File: config.mk
export PLATFORM = sky130hd
export DESIGN_NAME = uart_frame_tx
export DESIGN_NICKNAME = d
export VERILOG_FILES = /design/src/rtl/uart_tx_pkg.sv /design/src/rtl/uart_tx_parity.sv /design/src/rtl/uart_tx_tickcnt.sv /design/src/rtl/uart_frame_tx.sv
export SDC_FILE = /design/constraint.sdc
export NUM_CORES = 1
export LEC_CHECK = 0
export BUFFER_PORTS_ARGS = -buffer_cell sky130_fd_sc_hd__buf_2
export CORE_MARGIN = 1.5
export CORE_UTILIZATION = 60
export CTS_CLUSTER_DIAMETER = 200
export DETAILED_ROUTE_END_ITERATION = 10
export HOLD_SLACK_MARGIN = 0.05
export PLACE_DENSITY = 0.81
export SETUP_SLACK_MARGIN = 0.5
export SKIP_LAST_GASP = 1
export SLEW_MARGIN = 20
export SYNTH_ARGS = -nofsm -noshare
export SYNTH_HDL_FRONTEND = slang
export SYNTH_SLANG_ARGS = --single-unit
File: constraint.sdc
create_clock -name clk -period 3.2 [get_ports clk]
set_input_delay 0.48 -clock clk [delete_from_list [all_inputs] [get_ports clk]]
set_output_delay 0.48 -clock clk [all_outputs]
set_load 0.03 [all_outputs]
File: src/rtl/uart_tx_pkg.sv
package uart_tx_pkg;

  localparam int OVS      = 16;
  localparam int DATA_MAX = 8;

  typedef enum logic [2:0] {
    ST_IDLE,
    ST_START,
    ST_DATA,
    ST_PAR,
    ST_STOP
  } tx_state_t;

  typedef enum logic [1:0] {
    PAR_NONE  = 2'd0,
    PAR_EVEN  = 2'd1,
    PAR_ODD   = 2'd2,
    PAR_NONE2 = 2'd3
  } par_mode_t;

  function automatic logic [3:0] width_bits(input logic [1:0] code);
    case (code)
      2'd0:    width_bits = 4'd6;
      2'd1:    width_bits = 4'd7;
      default: width_bits = 4'd8;
    endcase
  endfunction

  function automatic logic [4:0] stop_ticks(input logic [1:0] code);
    case (code)
      2'd0:    stop_ticks = 5'(OVS / 2);
      2'd2:    stop_ticks = 5'(OVS + OVS / 2);
      default: stop_ticks = 5'(OVS);
    endcase
  endfunction

endpackage

File: src/rtl/uart_tx_parity.sv
module uart_tx_parity #(
  parameter int DATA_W = 8
) (
  input  logic [DATA_W-1:0] word,
  input  logic [3:0]        nbits,
  input  logic              odd,
  output logic              par_bit
);
  logic [DATA_W-1:0] masked;

  always_comb begin
    for (int i = 0; i < DATA_W; i++) begin
      masked[i] = (4'(i) < nbits) ? word[i] : 1'b0;
    end
    par_bit = (^masked) ^ odd;
  end

endmodule

File: src/rtl/uart_tx_tickcnt.sv
module uart_tx_tickcnt #(
  parameter int CNT_W = 5
) (
  input  logic             clk,
  input  logic             rst,
  input  logic             clear,
  input  logic             tick,
  input  logic [CNT_W-1:0] limit,
  output logic             last
);
  logic [CNT_W-1:0] cnt_q;

  assign last = tick && (cnt_q == limit - 1'b1);

  always_ff @(posedge clk) begin
    if (rst || clear) begin
      cnt_q <= '0;
    end else if (tick) begin
      cnt_q <= last ? '0 : cnt_q + 1'b1;
    end
  end

  AST_CNT_BOUND: assert property (@(posedge clk) disable iff (rst)
    cnt_q < limit);

endmodule

File: src/rtl/uart_frame_tx.sv
module uart_frame_tx
  import uart_tx_pkg::*;
#(
  parameter int DATA_W = DATA_MAX
) (
  input  logic              clk,
  input  logic              rst,
  input  logic              tick,
  input  logic              in_valid,
  output logic              in_ready,
  input  logic [DATA_W-1:0] in_data,
  input  logic [1:0]        cfg_width,
  input  logic [1:0]        cfg_parity,
  input  logic [1:0]        cfg_stop,
  output logic              txd,
  output logic              busy
);
  localparam int CNT_W = $clog2(OVS + OVS / 2 + 1);

  tx_state_t         state_q;
  logic [DATA_W-1:0] shift_q;
  logic [3:0]        left_q;
  logic              par_en_q;
  logic              par_bit_q;
  logic [CNT_W-1:0]  stop_q;
  logic [CNT_W-1:0]  limit;
  logic              accept;
  logic              bit_end;
  logic              par_calc;
  logic              txd_q;

  assign in_ready = (state_q == ST_IDLE);
  assign busy     = ~in_ready;
  assign accept   = in_valid && in_ready;
  assign txd      = txd_q;
  assign limit    = (state_q == ST_STOP) ? stop_q : CNT_W'(OVS);

  uart_tx_parity #(.DATA_W(DATA_W)) u_par (
    .word    (in_data),
    .nbits   (width_bits(cfg_width)),
    .odd     (cfg_parity == PAR_ODD),
    .par_bit (par_calc)
  );

  uart_tx_tickcnt #(.CNT_W(CNT_W)) u_cnt (
    .clk   (clk),
    .rst   (rst),
    .clear (accept),
    .tick  (tick && busy),
    .limit (limit),
    .last  (bit_end)
  );

  always_ff @(posedge clk) begin
    if (rst) begin
      state_q   <= ST_IDLE;
      txd_q     <= 1'b1;
      shift_q   <= '0;
      left_q    <= '0;
      par_en_q  <= 1'b0;
      par_bit_q <= 1'b0;
      stop_q    <= CNT_W'(OVS);
    end else begin
      case (state_q)
        ST_IDLE: begin
          txd_q <= 1'b1;
          if (accept) begin
            state_q   <= ST_START;
            txd_q     <= 1'b0;
            shift_q   <= in_data;
            left_q    <= width_bits(cfg_width);
            par_en_q  <= (cfg_parity == PAR_EVEN) || (cfg_parity == PAR_ODD);
            par_bit_q <= par_calc;
            stop_q    <= CNT_W'(stop_ticks(cfg_stop));
          end
        end
        ST_START: begin
          if (bit_end) begin
            state_q <= ST_DATA;
            txd_q   <= shift_q[0];
            shift_q <= shift_q >> 1;
            left_q  <= left_q - 1'b1;
          end
        end
        ST_DATA: begin
          if (bit_end) begin
            if (left_q != 4'd0) begin
              txd_q   <= shift_q[0];
              shift_q <= shift_q >> 1;
              left_q  <= left_q - 1'b1;
            end else if (par_en_q) begin
              state_q <= ST_PAR;
              txd_q   <= par_bit_q;
            end else begin
              state_q <= ST_STOP;
              txd_q   <= 1'b1;
            end
          end
        end
        ST_PAR: begin
          if (bit_end) begin
            state_q <= ST_STOP;
            txd_q   <= 1'b1;
          end
        end
        ST_STOP: begin
          txd_q <= 1'b1;
          if (bit_end) state_q <= ST_IDLE;
        end
        default: begin
          state_q <= ST_IDLE;
          txd_q   <= 1'b1;
        end
      endcase
    end
  end

  AST_IDLE_HIGH: assert property (@(posedge clk) disable iff (rst)
    in_ready |-> txd);
  AST_START_LOW: assert property (@(posedge clk) disable iff (rst)
    $rose(busy) |-> !txd);
  AST_HOLD_NO_TICK: assert property (@(posedge clk) disable iff (rst)
    ($past(busy) && busy && !$past(tick)) |-> $stable(txd));
  AST_STOP_HIGH: assert property (@(posedge clk) disable iff (rst)
    (state_q == ST_STOP) |-> txd);
  AST_END_ON_TICK: assert property (@(posedge clk) disable iff (rst)
    $fell(busy) |-> $past(tick));
  AST_ACCEPT_BUSY: assert property (@(posedge clk) disable iff (rst)
    (in_valid && in_ready) |=> busy);

endmodule

; Word level (Yosys, flattened, before mapping)
; Cells that the tools add are included.
[word_totals]
input_bits = 18
regBits = 28
wordCells = 89
rom_bits = 0
latchBits = 0
mem_count = 0
ram_bits = 0
out_inout_bits = 3
[op_classes]
n_lt_le_gt_ge = 8
n_mux = 37
addsub = 3
eq_ne = 16
n_reduce_logical = 15
n_shift = 0
div = 0
mul = 0
n_bitwise = 2
[ops]
columns = op, n
row1 = $mux W8, 4
row2 = $pmux W8 S3, 1
row3 = $mux W3, 7
row4 = $lt A3 B4 Y1 const A, 4
row5 = $mux W4, 4
row6 = $pmux W3 S5, 1
row7 = $mux W1, 14
row8 = $pmux W4 S3, 1
row9 = $mux W5, 2
row10 = $ne A2 B1 Y1 const B, 5
row11 = $pmux W5 S2, 1
row12 = $lt A1 B4 Y1 const A, 2
row13 = $lt A2 B4 Y1 const A, 2
row14 = $pmux W4 S2, 1
row15 = $reduce_xor A8 Y1, 1
row16 = $eq A3 B2 Y1 const B, 2
row17 = $reduce_and A6 Y1, 1
row18 = $add A5 B1 Y5 const B, 1
row19 = $eq A5 B5 Y1, 1
row20 = $reduce_and A5 Y1, 1
row21 = $sub A5 B1 Y5 const B, 1
row22 = $eq A2 B1 Y1 const B, 2
row23 = $eq A2 B2 Y1 const B, 2
row24 = $logic_not A2 Y1, 2
row25 = 14 further kinds, 18

; Longest topological paths before layout
; Gate-level depths: netlist of run 1.
[logic_depth]
word_depth = 7
mapped_depth = 9
depth_no_buf = 8

; Hierarchy
; Synthesis of run 1 repeated with hierarchy kept, for this count alone.
[hier_totals]
hier_cells = 202
area_unflattened_um2 = 1665.3
[by_module_without_submodules]
columns = module, cells_each, seq_area_each_um2, instances, area_each_um2
row1 = uart_frame_tx, 142, 400.4, 1, 1154.9
row2 = uart_tx_tickcnt, 38, 100.1, 1, 351.6
row3 = uart_tx_parity, 22, 0.0, 1, 158.9

; Worst setup path after synthesis of run 1
; OpenSTA, ideal clock, no wires.
[synth_timing]
path_kind = flip-flop to flip-flop
from = register state_q[1]
to = register shift_q[3]
period_less_slack_ps = 2058
required_ps = 3114
setup_time_ps = 86
arrival_ps = 1972
slack_ps = 1142
path_buffers = 2
path_stages_with_launch = 10
path_cell_list = dfxtp_1 -> buf_2 -> nor2_1 -> nand2_1 -> inv_1 -> nand2_1 -> o21ai_2 -> buf_6 -> nor2_1 -> a211oi_1
[synth_via]
word_cells_on_any_way = 18
classes_between = add/sub: 1 / eq/ne: 8 / mux: 2 / bitwise: 1 / reduce/logical: 6
[synth_lines]
columns = item, line
row1 = from (decl), uart_frame_tx.sv:20  ; tx_state_t state_q;
row2 = from (signal assigned), uart_frame_tx.sv:56  ; state_q <= ST_IDLE;
row3 = from (signal assigned), uart_frame_tx.sv:68  ; state_q <= ST_START;
row4 = from (signal assigned), uart_frame_tx.sv:79  ; state_q <= ST_DATA;
row5 = $logic_not A3 Y1 (*), uart_frame_tx.sv:32  ; assign in_ready = (state_q == ST_IDLE);
row6 = $not A1 Y1 (*), uart_frame_tx.sv:33  ; assign busy = ~in_ready;
row7 = named net busy, uart_frame_tx.sv:16  ; output logic busy
row8 = $logic_and A1 B1 Y1 (*), uart_frame_tx.sv:49  ; .tick (tick && busy),
row9 = $logic_and A1 B1 Y1 (*), uart_tx_tickcnt.sv:13  ; assign last = tick && (cnt_q == limit - 1'b1);
row10 = $ne A2 B1 Y1 (no source line), --
row11 = $reduce_and A5 Y1 (no source line) (*), --
row12 = to (signal assigned), uart_frame_tx.sv:70  ; shift_q <= in_data;
row13 = to (signal assigned), uart_frame_tx.sv:81  ; shift_q <= shift_q >> 1;
row14 = to (signal assigned), uart_frame_tx.sv:89  ; shift_q <= shift_q >> 1;
row15 = to (decl), uart_frame_tx.sv:21  ; logic [DATA_W-1:0] shift_q;
; Mark *: on every way through the listed nets, which the timed path passes. The rest lies on a longest branch.
; A chain may end at the register's enable or synchronous reset.

; Worst setup path after layout of run 1
[layout_timing]
from = register state_q[2]
to = register left_q[0]
[layout_via]
elab_chain_cells = 7
word_cells_on_any_way = 18
classes_between = add/sub: 1 / eq/ne: 8 / mux: 2 / bitwise: 1 / reduce/logical: 6
[layout_lines]
columns = item, line
row1 = $eq A3 B3 Y1, uart_frame_tx.sv:36  ; assign limit = (state_q == ST_STOP) ? stop_q : CNT_W'(OVS);
row2 = $mux W5, uart_frame_tx.sv:36
row3 = $sub A5 B1 Y5, uart_tx_tickcnt.sv:13
row4 = $eq A5 B5 Y1, uart_tx_tickcnt.sv:13
row5 = $logic_and A1 B1 Y1, uart_tx_tickcnt.sv:13
row6 = $ne A2 B1 Y1 (no source line), --
row7 = $reduce_and A5 Y1 (no source line), --
row8 = to (signal assigned), uart_frame_tx.sv:71  ; left_q <= width_bits(cfg_width);
row9 = to (signal assigned), uart_frame_tx.sv:82  ; left_q <= left_q - 1'b1;
row10 = to (signal assigned), uart_frame_tx.sv:90  ; left_q <= left_q - 1'b1;
row11 = to (decl), uart_frame_tx.sv:22  ; logic [3:0] left_q;
; Parallel ways exist; a longest one is shown, timed or not.

==> results of run 1 <==
-- registers in the layout (all words and copies together) (netlist names) --
register and flops:
u_cnt.cnt_q 5, left_q 4, par_en_q 1, state_q 3, stop_q 2, shift_q 8, par_bit_q 1, txd 1
-- cell families after synthesis --
logic type	synth area share, %
AO/OA/AOI/OAI	18.46
XOR/XNOR	8.370
adder cells (fa/ha/maj)	2.589
buffers and inverters	5.091
flip-flops	34.51
multiplexers	8.283
AND/OR/NAND/NOR	22.69
-- area by class of cell --
| class | count | area [sq um] |
|---|---|---|
| flip-flops and latches | 25 | 500.5 |
| multi-input cells | 134 | 875.8 |
| repair buffers | 21 | 107.6 |
| fillers | 204 | 671.9 |
| clock buffers | 3 | 22.52 |
| well taps | 28 | 35.03 |
| inverters | 9 | 33.78 |
| clock inverters | 1 | 7.507 |
-- cells in the final DEF, fill, tap and decap left out, types with 2 or more instances in the layout --
| master | count |
|---|---|
| a211oi_1 | 10 |
| nor3b_1 | 2 |
| nand3_1 | 6 |
| mux2i_1 | 12 |
| o21ai_0 | 9 |
| xor2_1 | 7 |
| clkbuf_4 | 3 |
| a31oi_1 | 4 |
| xnor2_1 | 5 |
| dfxtp_1 | 25 |
| ha_1 | 3 |
| o21ai_2 | 2 |
| nand2_1 | 14 |
| nor2_1 | 25 |
| o211ai_1 | 2 |
| buf_2 | 20 |
| nand2b_1 | 2 |
| inv_1 | 9 |
| nor3_1 | 5 |
| a21oi_1 | 8 |
-- critical path, stage by stage, from the launching register on --
cell and delay, ns:
dfxtp_1 0.57, or3b_1 0.42, o21ai_2 0.19, nand4_4 0.19, o21ai_2 0.64, o211ai_1 0.18
a21oi_1 0.20
-- metal layers --
layer / up-vias / wire, um / global-route usage (%)
met4: 0 / 17 / 7.692
li1: 661 / - / -
met5: - / 0 / 0
met3: 2 / 105 / 3.736
met1: 615 / 1308 / 30.16
met2: 32 / 1473 / 43.46
-- synthesized netlist by cell type, types with 2 or more instances --
cell | instances | area share, %
a211oi_1 | 10 | 5.2
a21oi_1 | 8 | 2.8
a31oi_1 | 4 | 1.7
buf_2 | 2 | 0.69
clkbuf_1 | 3 | 0.78
dfxtp_1 | 25 | 35
ha_1 | 3 | 2.6
inv_1 | 9 | 2.3
mux2i_1 | 12 | 8.3
nand2_1 | 14 | 3.6
nand2b_1 | 2 | 0.86
nand3_1 | 6 | 2.1
nor2_1 | 25 | 6.5
nor3_1 | 5 | 1.7
nor3b_1 | 2 | 1.0
o211ai_1 | 2 | 1.0
o21ai_0 | 9 | 3.1
o21ai_2 | 2 | 1.2
xnor2_1 | 5 | 3.0
xor2_1 | 7 | 4.2
-- where the power goes --
part	internal, W	switching [W]	leakage [nW]
Sequential	0.000337	0.0000206	0.205
Clock	0.0000477	0.0000989	0.0139
Combinational	0.0000776	0.000109	0.407
-- how the worst max path moves through the flow --
stage / startpoint / endpoint / slack, ns / depth (start not counted)
after floorplan: state_q[1]$_SDFFE_PP0P_ / shift_q[3]$_SDFFE_PP0P_ / 1.14 / 9
after global placement: state_q[2]$_SDFFE_PP0P_ / left_q[2]$_SDFFE_PP0P_ / 0.85 / 6
after detailed placement: state_q[2]$_SDFFE_PP0P_ / left_q[0]$_SDFFE_PP0P_ / 0.76 / 6
after CTS: state_q[2]$_SDFFE_PP0P_ / left_q[0]$_SDFFE_PP0P_ / 0.74 / 6
after global routing: state_q[2]$_SDFFE_PP0P_ / left_q[2]$_SDFFE_PP0P_ / 0.52 / 6
final: state_q[2]$_SDFFE_PP0P_ / left_q[0]$_SDFFE_PP0P_ / 0.75 / 6
-- metrics by stage --
stage	power, W	setup WS, ns	cell area, sq um
CTS	0.0006927	0.7365	1583
global route	0.0007324	0.5153	1583
global placement	0.0005421	0.8461	1553
finish	0.0006908	0.7500	1583
detailed placement	0.0005505	0.7622	1553
floorplan	0.0005046	1.142	1450
==> out/results.tsv, run 1 <==
metric	value	unit
status	finished, final reports clean	
grt_pass1_vias	1229	
hp-start	cfg_stop[0]	
hold_viol_final	0	
clk_latency	0.32	ns
h-tree-depth	1	
ant_nets	0	
r2r_end	left_q[0]$_SDFFE_PP0P_	
grt_use_total	24.47	%
r2r-start	state_q[2]$_SDFFE_PP0P_	
rsz0062_at_grt	no	
area_delta_synth_final	9.146	%
start_util	64.32	%
skew	0.004058	ns
grt_max_degree	25	
port_buffers	20	
whs_endpoint	stop_q[3]$_SDFFE_PP0P_	
ys_seq_area_share	34.51	%
routed_wl	2905	um
fp-row-count	17	
tritoncts	yes	
clk_pin_slew	0.14	ns
slew_headroom	51.84	%
async_flop_share	0	%
critPathKind	reg2reg	
setup_viol	0	
num_vias	1310	
grt-ovfl-total	0	
dp.cells	217	
die_h	52.16	um
synthCells	175	
leakagePower	0.6267	nW
cts_buffers	3	
grt_antenna_before_repair	0	
wl_per_cell	13.14	um
ys_types	40	
fmax	408.2	MHz
hold_depth	2	
die_area	0.002721	sq mm
die_w	52.16	um
end_kind	flip-flop	
gp_congestion	0.9029	
period_minus_slack	2.450	ns
r2r_slack	0.75	ns
syn_nets	196	
worst_pin_slew	0.7224	ns
core-area	0.002255	sq mm
vdd_ir_drop_max	0.2989	mV
cts.path.max_buffers	2	
grt_pass1_wl	5078	um
cts_root_buf	clkbuf_4	
netlist_area	0.001450	sq mm
final_nets	215	
drtPass1Iterations	4	
yosys_warnings	0	
drc_errors	0	
synth_area_per_cell	8.287	sq um
powerDensity	436.5	mW/mm^2
drive_gt1_share	15.03	%
post_cts_resized	0	
synth-edff-count	0	
max_cap_violations	0	
synth_top_flop_cell	dfxtp_1	
setup_tns	0	ns
cts_num_sinks	25	
hpwl	2210	um
drt_iter0_drc	24	
final_util	70.20	%
cts_hold_buf	0	
post_cts_buffers	0	
viasPerCell	5.928	
critPathArrivalTime	2.70	ns
worstRegToRegCells	6	
fin_crit_sh	76.56	%
whs	0.3287	ns
n_antenna_cell	0	
critical_path.startpoint_type	flip-flop	
path_max_fanout	18	
slew_viol_final	0	
yosys_register_bits	25	
ioPinCount	21	
finalNonFillerCells	221	
hold_path_class	in2reg	
required	3.45	ns
Power figures use the tool's default switching activity.
==> inputs of run 2 (changes only) <==
CORE_UTILIZATION = 50   (was 60)
PLACE_DENSITY = 0.72   (was 0.81)
clock period = 2.2 ns   (was 3.2 ns; I/O delays follow)
==> run 2 against run 1 <==
Effect of this change:
- register-to-register slack got worse by 0.51 ns
- combinational power increased by 110%
- global-route usage decreased by 0.39 points
- critical endpoint is now left_q[3]$_SDFFE_PP0P_
- non-clock buffer count increased by 17
- die area increased by 19%
==> out/results.tsv, run 2 (synthesized netlist as in run 1, its figures left out) <==
metric	value	unit
hpwl	2347	um
ant_nets	0	
grt_max_degree	25	
post_dp_cell_area	0.001613	sq mm
n_antenna_cell	0	
drive_gt1_share	37.74	%
design_area	0.001929	sq mm
tritoncts	yes	
critPathKind	reg2reg	
rsz0062_at_grt	yes	
grt_pass1_vias	1368	
critPathMaxStageDelay	0.48	ns
die_h	56.86	um
top_register	shift_q	
p_int	0.0007378	W
largest_register_ffs	8	
hold_path_class	in2reg	
cts.path.max_buffers	2	
powerDensity	587.7	mW/mm^2
wl_per_cell	16.06	um
max_cap_violations	0	
crit_path_top_delay_cell	or4b_1	
slew_viol_final	0	
critPathArrivalTime	2.22	ns
power_frac_seq	46.4	%
hold_viol_final	0	
ioPinCount	21	
top_regs	shift_q x8, u_cnt.cnt_q x5, left_q x4	
drt_iter0_drc	66	
core-area	0.002758	sq mm
worst_pin_slew	0.5239	ns
fin_crit_sh	89.10	%
critical_path.startpoint_type	flip-flop	
power	0.001134	W
die_w	56.86	um
slew_headroom	65.07	%
period_minus_slack	1.960	ns
grt_use_total	24.08	%
fin_ws	0.2398	ns
grt_antenna_before_repair	0	
post-place-ws	-0.01029	ns
die_area	0.003232	sq mm
start_util	52.59	%
viasPerCell	6.012	
pwr-share-comb	33.9	%
multi_input_area	0.001035	sq mm
drc_errors	0	
gp_congestion	0.7933	
cts_root_buf	clkbuf_4	
path_max_fanout	6	
sw_frac_of_total	34.93	%
power.switching	0.0003961	W
final_nets	234	
leakagePower	0.7621	nW
end_kind	flip-flop	
regArea	510.5	sq um
fillers	208	
cts_num_sinks	25	
port_buffers	20	
clk_pin_slew	0.15	ns
pwr-share-clk	19.8	%
routed_wl	3903	um
final_cell_mix	nor2_1 (19), dfxtp_1 (19), buf_2 (18), buf_4 (15), mux2i_1 (12)	
required	2.46	ns
h-tree-depth	1	
area_delta_synth_final	33.05	%
r2r_slack	0.24	ns
fp-row-count	19	
setup_viol	0	
skew	0.01397	ns
clk_latency	0.34	ns
status	finished, final reports clean	
cp_cell_sequence	or3b_4 > o21ai_4 > nand4_4 > or2_1 > or4b_1 > o311ai_1	
grt_pass1_wl	6182	um
num_vias	1461	
cts_buffers	3	
whs	0.1697	ns
fmax	510.1	MHz
grt-ovfl-total	0	
vdd_ir_drop_max	0.4850	mV
drtPass1Iterations	4	
-- run 2: cell count changes in the layout (fill, tap and decap cells not counted), moves of 5 or more --
| cell | delta |
|---|---|
| a211oi_1 | -5 |
| a211oi_2 | +5 |
| buf_4 | +14 |
| dfxtp_1 | -6 |
| dfxtp_2 | +5 |
| nor2_1 | -6 |
-- run 2: what timing repair did --
item                       CTS  global route
gates resized for setup     20            25
buffers inserted             7             2
cloned                       1             2
setup endpoints to repair   23            24
pin swaps                    9             8
hold buffers                 0             0
-- run 2: layer usage --
metal | up-vias | global-route usage, % | wire (um)
met5 | - | 0 | 0
met2 | 54 | 42.03 | 2016
li1 | 694 | - | -
met3 | 6 | 5.300 | 231
met4 | 0 | 6.645 | 36
met1 | 707 | 29.69 | 1619
-- run 2: power by group through the flow --
stage	logic, W	clock network, W	registers (W)
global placement	0.000280	0	0.000528
detailed placement	0.000288	0	0.000532
CTS	0.000331	0.000229	0.000521
floorplan	0.000213	0	0.000525
global route	0.000417	0.000250	0.000530
finish	0.000384	0.000224	0.000526
-- run 2: final cells by class --
type	count	area share, %
Inverter	9	1.751
Timing Repair Buffer	38	14.59
Multi-Input combinational cell	136	53.63
Clock inverter	1	0.3891
Sequential cell	25	26.46
Clock buffer	3	1.167
Tap cell	31	2.010
-- run 2: metrics by stage --
step | setup TNS (ns) | instances | util [%]
after floorplan | 0 | 175 | -
after global placement | 0 | 227 | 58.48
after detailed placement | -0.02056 | 227 | 58.48
after CTS | 0 | 239 | 65.06
after global routing | 0 | 243 | 69.96
final | 0 | 243 | 69.96
-- run 2: worst max-delay path: cells and delay by family, from the launching register on --
kind	cells	cell delay, ns
AO/OA/AOI/OAI	2	0.26
flip-flops	1	0.39
AND/OR/NAND/NOR	4	1.23
-- run 2: final timing paths --
| check | start | endpoint | cells past startpoint |
|---|---|---|---|
| worst max-delay path | state_q[0]$_SDFFE_PP0P_ | left_q[3]$_SDFFE_PP0P_ | 6 |
| worst min-delay path | cfg_stop[0] | stop_q[3]$_SDFFE_PP0P_ | 2 |
| worst max register to register | state_q[0]$_SDFFE_PP0P_ | left_q[3]$_SDFFE_PP0P_ | 6 |
| worst min register to register | shift_q[7]$_SDFFE_PP0P_ | shift_q[7]$_SDFFE_PP0P_ | 2 |
==> inputs of run 3 (changes only) <==
CORE_UTILIZATION = 53   (was 50)
CTS_BUF_LIST = sky130_fd_sc_hd__clkbuf_8   (was default)
PLACE_DENSITY = 0.76   (was 0.72)
REMOVE_ABC_BUFFERS = 1   (was default)
==> run 3 against run 2 <==
Effect of this change:
- combinational power is 16% lower
- highest routed layer unchanged
- global-route usage decreased by 0.26 points
- first-iteration DRC count shrank 39%
- hold slack improved by 0.092 ns
- critical path depth unchanged
- clock power increased by 23%
- largest cell class unchanged
- maximum frequency decreased by 0.85%
==> out/results.tsv, run 3 (synthesized netlist as in run 1, its figures left out) <==
metric	value	unit
sw_frac_of_total	32.10	%
period_minus_slack	1.977	ns
grt.busiest_layer	met2	
crit_path_top_delay_cell	or4b_4	
status	finished, final reports clean	
power_frac_seq	46.5	%
cts_root_buf	clkbuf_8	
leakagePower	0.7219	nW
h-tree-depth	1	
ant_nets	0	
num_vias	1372	
core-area	0.002522	sq mm
post-place-ws	0.02106	ns
cts_hold_buf	0	
fillers	222	
fmax	505.8	MHz
die_w	55.31	um
dp.cells	225	
pwr-share-comb	28.8	%
drt_iter0_drc	40	
pwr-share-clk	24.7	%
slew_viol_final	0	
design_area	0.001783	sq mm
viasPerCell	5.814	
hold_viol_final	0	
wl_per_cell	15.22	um
hold_path_class	in2reg	
top_register	shift_q	
routed_wl	3592	um
start_util	57.49	%
cts.path.max_buffers	2	
cp_cell_sequence	or3b_4 > o21ai_2 > nand4_4 > or2_1 > or4b_4 > o311ai_2	
finalNonFillerCells	236	
final_cell_mix	nor2_1 (23), dfxtp_1 (20), buf_2 (19), buf_4 (13)	
drtPass1Iterations	4	
clk_latency	0.27	ns
drc_errors	0	
cts_num_sinks	25	
grt_use_met1	27.14	%
power	0.001120	W
skew	0.004192	ns
critPathArrivalTime	2.16	ns
n_antenna_cell	0	
post_dp_cell_area	0.001600	sq mm
cts_buffers	3	
grt_antenna_before_repair	0	
fin_ws	0.2229	ns
powerDensity	628.0	mW/mm^2
use_met2	43.88	%
hpwl	2518	um
area_delta_synth_final	22.95	%
fp-row-count	18	
end_kind	flip-flop	
clk_pin_slew	0.09	ns
gp_congestion	0.8932	
tritoncts	yes	
required	2.38	ns
ioPinCount	21	
critPathKind	reg2reg	
max_cap_violations	0	
largest_register_ffs	8	
path_max_fanout	4	
port_buffers	20	
p_int	0.0007603	W
power.switching	0.0003594	W
die_area	0.003059	sq mm
critical_path.startpoint_type	flip-flop	
setup_viol	0	
die_h	55.31	um
drive_gt1_share	29.13	%
rsz0062_at_grt	yes	
final_nets	228	
final_common_cell	nor2_1	
grt_max_degree	25	
vdd_ir_drop_max	0.5574	mV
worst_pin_slew	0.4759	ns
grt_pass1_vias	1336	
grt_pass1_wl	5913	um
slew_headroom	68.16	%
r2r_slack	0.22	ns
grt-ovfl-total	0	
grt_use_total	23.82	%
fin_crit_sh	89.87	%
top_regs	shift_q x8, u_cnt.cnt_q x5, left_q x4	
grt_use_met3	4.918	%
critPathMaxStageDelay	0.49	ns
-- run 3: power groups by stage --
stage | Combinational [W] | Sequential [W] | Clock (W)
CTS | 0.000302 | 0.000518 | 0.000282
finish | 0.000323 | 0.000521 | 0.000276
global route | 0.000355 | 0.000526 | 0.000306
global placement | 0.000278 | 0.000523 | 0
floorplan | 0.000194 | 0.000527 | 0
detailed placement | 0.000289 | 0.000526 | 0
-- run 3: worst max-delay path, delay by kind of cell (launching register included) --
kind / cells / cell delay (ns)
DFF: 1 / 0.34
and+or+nand+nor: 4 / 1.30
AOI/OAI and AO/OA: 2 / 0.25
-- run 3: layer usage --
metal	part of all wire [%]	routed length (um)	vias to the layer above
met5	0	0	-
met2	52	1874	29
li1	-	-	683
met4	2.9	104	0
met3	3.0	108	12
met1	42	1504	648
-- run 3: worst paths after layout --
check,startpoint,endpoint,cells past startpoint
worst min-delay path,cfg_stop[0],stop_q[3]$_SDFFE_PP0P_,2
worst max-delay path,state_q[1]$_SDFFE_PP0P_,left_q[3]$_SDFFE_PP0P_,6
worst max register to register,state_q[1]$_SDFFE_PP0P_,left_q[3]$_SDFFE_PP0P_,6
worst min register to register,par_bit_q$_SDFFE_PP0P_,par_bit_q$_SDFFE_PP0P_,2
-- run 3: layout make-up --
class	count	area [sq um]	share of cell area [%]
Multi-Input combinational cell	134	947.2	53.12
Sequential cell	25	506.7	28.42
Clock inverter	1	5.005	0.2807
Inverter	9	33.78	1.895
Clock buffer	3	41.29	2.316
Tap cell	30	37.54	2.105
Timing Repair Buffer	34	211.5	11.86
-- run 3: repair_timing --
action / CTS / global route
pin swaps: 7 / 3
setup buffers: 4 / 3
gates resized for setup: 12 / 11
endpoints found under the setup margin: 22 / 25
-- run 3: stage by stage --
step | hold slack (ns) | setup TNS, ns | utilization (%)
floorplan | 0.3991 | -0.1211 | -
global placement | 0.4492 | 0 | 63.44
detailed placement | 0.4646 | 0 | 63.44
CTS | 0.2642 | 0 | 67.96
global route | 0.2694 | 0 | 70.68
finish | 0.2616 | 0 | 70.68
